### config.mk
export PLATFORM = sky130hd
export DESIGN_NAME = chroma_dc_merge
export DESIGN_NICKNAME = d
export VERILOG_FILES = /design/src/rtl/chroma_dc_merge_pkg.sv /design/src/rtl/cdm_dc_round.sv /design/src/rtl/cdm_lane_sat.sv /design/src/rtl/chroma_dc_merge.sv
export SDC_FILE = /design/constraint.sdc
export NUM_CORES = 1
export LEC_CHECK = 0
export ABC_AREA = 1
export BUFFER_PORTS_ARGS = -buffer_cell sky130_fd_sc_hd__buf_2
export CAP_MARGIN = 10
export CORE_MARGIN = 1
export CORE_UTILIZATION = 25
export CTS_CLUSTER_DIAMETER = 100
export CTS_CLUSTER_SIZE = 12
export DETAILED_ROUTE_END_ITERATION = 6
export PLACE_DENSITY = 0.47
export SYNTH_ARGS = -nofsm -noshare
export SYNTH_HDL_FRONTEND = slang
export SYNTH_HIERARCHICAL = 1
export SYNTH_SLANG_ARGS = --single-unit
### constraint.sdc
create_clock -name clk -period 2.67 [get_ports clk]
set_input_delay 0.534 -clock clk [delete_from_list [all_inputs] [get_ports clk]]
set_output_delay 0.534 -clock clk [all_outputs]
set_load 0.02 [all_outputs]
### src/rtl/chroma_dc_merge_pkg.sv
package chroma_dc_merge_pkg;
    typedef enum logic {
        ST_IDLE = 1'b0,
        ST_RUN  = 1'b1
    } cdm_state_e;

    localparam int CDM_PIX_W  = 8;
    localparam int CDM_LANES  = 4;
    localparam int CDM_ROWS   = 4;
    localparam int CDM_DC_W   = 16;
    localparam int CDM_SHIFT  = 6;
endpackage

### src/rtl/cdm_dc_round.sv
module cdm_dc_round #(
    parameter int DC_W  = 16,
    parameter int SHIFT = 6,
    localparam int RES_W = DC_W + 1 - SHIFT
) (
    input  logic signed [DC_W-1:0]  dc,
    output logic signed [RES_W-1:0] res
);
    localparam int HALF = 1 << (SHIFT - 1);

    logic signed [DC_W:0] ext;
    logic signed [DC_W:0] biased;

    always_comb begin
        ext    = {dc[DC_W-1], dc};
        biased = ext + (DC_W+1)'(HALF);
        res    = RES_W'(biased >>> SHIFT);
    end
endmodule

### src/rtl/cdm_lane_sat.sv
module cdm_lane_sat #(
    parameter int PIX_W = 8,
    parameter int RES_W = 11
) (
    input  logic [PIX_W-1:0]        pred,
    input  logic signed [RES_W-1:0] res,
    output logic [PIX_W-1:0]        pix
);
    localparam int SUM_W = RES_W + 1;
    localparam int PMAX  = (1 << PIX_W) - 1;

    logic signed [SUM_W-1:0] sum;

    always_comb begin
        sum = $signed({{(SUM_W-PIX_W){1'b0}}, pred}) + $signed({res[RES_W-1], res});
        if (sum[SUM_W-1]) begin
            pix = '0;
        end else if (sum > $signed(SUM_W'(PMAX))) begin
            pix = '1;
        end else begin
            pix = sum[PIX_W-1:0];
        end
    end
endmodule

### src/rtl/chroma_dc_merge.sv
module chroma_dc_merge
    import chroma_dc_merge_pkg::*;
#(
    parameter int PIX_W = CDM_PIX_W,
    parameter int LANES = CDM_LANES,
    parameter int ROWS  = CDM_ROWS,
    parameter int DC_W  = CDM_DC_W,
    parameter int SHIFT = CDM_SHIFT,
    localparam int ROW_W = 2 * LANES * PIX_W,
    localparam int RES_W = DC_W + 1 - SHIFT,
    localparam int CNT_W = $clog2(ROWS + 1)
) (
    input  logic             clk,
    input  logic             rst_n,
    input  logic             start,
    input  logic [DC_W-1:0]  dc_in,
    input  logic             row_valid,
    output logic             row_ready,
    input  logic [ROW_W-1:0] pred_row,
    input  logic [ROW_W-1:0] cur_row,
    output logic             out_valid,
    input  logic             out_ready,
    output logic [ROW_W-1:0] out_row,
    output logic             done
);
    typedef struct packed {
        cdm_state_e              st;
        logic signed [RES_W-1:0] res;
        logic [CNT_W-1:0]        in_cnt;
        logic [CNT_W-1:0]        out_cnt;
        logic                    ov;
        logic [ROW_W-1:0]        orow;
        logic                    done;
    } regs_t;

    regs_t q, d;

    logic signed [RES_W-1:0] res_new;
    logic [ROW_W-1:0]        merged;
    logic [ROW_W/2-1:0]      unused_bits;
    logic                    in_fire;
    logic                    out_fire;

    cdm_dc_round #(.DC_W(DC_W), .SHIFT(SHIFT)) u_round (
        .dc  ($signed(dc_in)),
        .res (res_new)
    );

    for (genvar i = 0; i < LANES; i++) begin : g_lane
        localparam int EV = 2 * i * PIX_W;
        localparam int OD = EV + PIX_W;

        cdm_lane_sat #(.PIX_W(PIX_W), .RES_W(RES_W)) u_sat (
            .pred (pred_row[EV +: PIX_W]),
            .res  (q.res),
            .pix  (merged[EV +: PIX_W])
        );
        assign merged[OD +: PIX_W] = cur_row[OD +: PIX_W];
        assign unused_bits[i*PIX_W +: PIX_W] = pred_row[OD +: PIX_W] ^ cur_row[EV +: PIX_W];

        a_r3_odd_kept: assert property (@(posedge clk) disable iff (!rst_n)
            in_fire |=> out_row[OD +: PIX_W] == $past(cur_row[OD +: PIX_W]));
    end

    always_comb begin
        d         = q;
        d.done    = 1'b0;
        row_ready = (q.st == ST_RUN) && (q.in_cnt != CNT_W'(ROWS)) && (!q.ov || out_ready);
        in_fire   = row_valid && row_ready;
        out_fire  = q.ov && out_ready;

        if (q.st == ST_IDLE) begin
            if (start) begin
                d.res     = res_new;
                d.in_cnt  = '0;
                d.out_cnt = '0;
                d.st      = ST_RUN;
            end
        end else begin
            if (out_fire) begin
                d.ov      = 1'b0;
                d.out_cnt = q.out_cnt + 1'b1;
                if (q.out_cnt == CNT_W'(ROWS - 1)) begin
                    d.done = 1'b1;
                    d.st   = ST_IDLE;
                end
            end
            if (in_fire) begin
                d.ov     = 1'b1;
                d.orow   = merged;
                d.in_cnt = q.in_cnt + 1'b1;
            end
        end
    end

    always_ff @(posedge clk or negedge rst_n) begin
        if (!rst_n) begin
            q <= '{st: ST_IDLE, res: '0, in_cnt: '0, out_cnt: '0, ov: 1'b0, orow: '0, done: 1'b0};
        end else begin
            q <= d;
        end
    end

    assign out_valid = q.ov;
    assign out_row   = q.orow;
    assign done      = q.done;

    a_r6_idle_closed: assert property (@(posedge clk) disable iff (!rst_n)
        (q.st == ST_IDLE) |-> !row_ready);

    a_r7_hold_row: assert property (@(posedge clk) disable iff (!rst_n)
        (out_valid && !out_ready) |=> out_valid && $stable(out_row));

    a_r8_done_pulse: assert property (@(posedge clk) disable iff (!rst_n)
        done |=> !done && !out_valid);

    a_r9_res_locked: assert property (@(posedge clk) disable iff (!rst_n)
        (q.st == ST_RUN && start) |=> $stable(q.res));
endmodule

==> results.txt <==
Critical path data arrival time = 2.66 ns
Total Wirelength = 19,300 um
Maximum clock frequency = 0.412 GHz
Fin area = 8020 sq um
Clk sinks = 84
Slew @ Worst Pin = 0.766 ns
Die W = 169 um
Gr busiest metal = met2
CP Launch Type = register
Status = finished clean
Clk_lat worst skew = 0.35 ns
DP Wirelength = 14,800 um
# IOs = 216
Worst path required time = 2.90 ns
CP max stage delay = 0.45 ns
Filler cell count = 3,035
RSZ-0062 raised after global routing = false
Synth area leader = dfrtp_1
Total CTS buffers = 9
Setup crit end kind = register
Hold/Removal Path Class = input port to async pin
Hold Buf Count CTS = 0
Placed cells = 1,434
Synth top area cells = dfrtp_1, nand2_1, nand3_1
Clock Path Buffers = 2
Vias per std cell = 4.24
Drt initial violations = 265
Initial Util = 25.8%
Most common cell after layout, fill and taps aside = nand2_1
Slew Viols, Final = 0
Rel. slew slack = 48.9%
Vias in the first global route = 5,840
Synthesis Warnings = 6
Post-Layout Cell Count = 1,449
DR WL/cell = 13.3 um
First-pass GRT wire length = 31,000 um
NumNets Final = 1,263
Largest delay contributor family on the critical path = simple AND/OR/NAND/NOR gates
Commonest non-fill, non-tap cells in the layout = nand2_1, buf_2, nand3_1
Setup Skew = 0.00793 ns
Clock period minus worst slack = 2.43 ns
Port Buffers = 146
Post-synth cell types = 31
Count of final setup violators = 0
Post-route ant nets = 0
Cell Area, Placed = 7730 sq um
Via count = 6,145
# Post-CTS Setup Buffers = 0
DRC viols = 0
Height of the die = 169 um
CTS resizes = 0
Register area = 2100 sq um
Initial antenna violation count = 0
Multi-input gate area in the final layout = 3840 sq um
Max Cap Viol = 0
Share of layout cells above drive strength 1 = 24.0%
P_leak = 4.43 nW
Grt ovf = 0
Worst-path cell chain = buf_12, ha_1, inv_1, fa_1, inv_1, nand2_1, nand2_2, nand3_2, nand2_2, nand2_4, nand2_4, nand3_4, nor2_4, a21oi_1, nand3_1, nand2_1
Global Route Usage Sum = 13.8%
Largest net degree at the start of global routing = 68
Met2 Track Usage GR = 22.1%
Post-synthesis instance area = 7000 sq um
Global placer's final weighted congestion = 0.798
Fin crit share = 91.0%
Mapped Cells = 991
Htree depth = 3
Ant diodes = 0
Share of the synthesized area in the top cell type = 30.0%
Drt first pass iters = 4
Pwr dens = 1200 nW/um^2
Syn avg cell area = 7.06 sq um
Endpoints failing hold = 0
CTS tree = done
Critical Path Slowest Stage Cell = dfrtp_2
Area delta synth->final = 14.7%
GRT met3 Usage = 2.24%
Core Region = 27,200 sq um
Crit Path Category = register to register
Worst vdd ir = 326 uV
Sequential share of the synthesized area = 30.0%
Met1 usage = 19.0%
Yosys reg bits = 84
Root Driver = clkbuf_16
Number of buffer and inverter stages on the critical path = 3
Tot Pwr = 9.65 mW
Total Negative Setup Slacks = 0 ns
Area of the die = 28,700 sq um
Crit-path max FO = 6
# rows = 60
Clock transition at path regs = 0.06 ns
Post-Syn Nets = 1,181
==> cell usage after synthesis <==
cell,instances
o21ai_1,2
o21ai_0,6
a31oi_1,8
dfrtp_1,84
nand3_4,4
xor2_1,18
nor2_4,5
nand2_2,23
nor2_1,47
ha_1,37
nor2_2,7
inv_1,105
clkbuf_1,10
nand3_2,10
a21oi_2,8
nand4_1,6
buf_2,12
nand4_2,7
clkinv_1,1
nand2_1,322
nand2_4,8
xnor2_1,10
nand3_1,123
nand3b_1,9
o22ai_1,1
inv_2,7
fa_1,4
buf_4,70
or2_1,4
buf_6,1
a21oi_1,32
==> per-layer routing <==
layer	share of wire, %	up-vias
li1	-	3242
met1	51	2769
met2	44	122
met3	4.1	12
met4	1.1	0
met5	0	-
==> path summary, 6_finish.rpt <==
kind / start / slack [ns] / cells past startpoint / to
hold reg to reg: out_row[26]$_DFFE_PN0P_ / 0.46 / 2 / out_row[26]$_DFFE_PN0P_
min in group clk: cur_row[24] / 0.42 / 3 / out_row[24]$_DFFE_PN0P_
hold / removal: rst_n / 0.14 / 1 / out_row[24]$_DFFE_PN0P_
setup / recovery: q[72]$_DFFE_PN0P_ / 0.24 / 16 / out_row[48]$_DFFE_PN0P_
setup reg to reg: q[72]$_DFFE_PN0P_ / 0.24 / 16 / out_row[48]$_DFFE_PN0P_
max in group asynchronous: rst_n / 1.95 / 2 / out_row[41]$_DFFE_PN0P_
==> kinds of logic after synthesis <==
group                      count (synthesis)  share of synthesized area (%)
buffers and inverters                    206                           15.1
and+or+nand+nor                          575                           38.9
AOI/OAI and AO/OA                         57                           4.67
adders and majority gates                 41                           7.76
xor gates and xnor gates                  28                           3.50
DFF                                       84                           30.0
==> metrics by stage <==
step / utilization [%] / hold WS, ns / worst slack [ns]
2_1_floorplan: - / 0.238 / 0.534
3_3_place_gp: 28.4 / 0.447 / 0.145
3_5_place_dp: 28.4 / 0.453 / 0.0978
4_1_cts: 29.5 / 0.148 / 0.0859
5_1_grt: 29.5 / 0.166 / 0.0293
6_report: 29.5 / 0.137 / 0.240
==> flip-flops by register name, summed over array words and instances (netlist names) <==
signal and cells:
out_valid 1, q 18, done 1, out_row 64
==> area by class of cell <==
type / instances / area share [%]
Multi-Input combinational cell: 701 / 47.9
Tap cell: 372 / 5.80
Inverter: 113 / 5.29
Timing Repair Buffer: 164 / 11.1
Clock buffer: 12 / 3.07
Sequential cell: 84 / 26.2
Clock inverter: 3 / 0.577
==> worst register-to-register path, cell delays in order, from the launching register on <==
cell and delay [ns]:
dfrtp_2 0.45, buf_12 0.13, ha_1 0.20, inv_1 0.07, fa_1 0.40, inv_1 0.10
nand2_1 0.06, nand2_2 0.08, nand3_2 0.08, nand2_2 0.12, nand2_4 0.06, nand2_4 0.08
nand3_4 0.08, nor2_4 0.17, a21oi_1 0.09, nand3_1 0.10, nand2_1 0.06
==> power by group <==
part / switching (mW) / internal (mW) / leakage, nW / total, mW
logic: 3.93 / 2.12 / 3.27 / 6.06
clock network: 0.529 / 0.750 / 0.139 / 1.28
registers: 0.426 / 1.89 / 1.02 / 2.32
No activity file was read; power rests on OpenSTA's default activity.
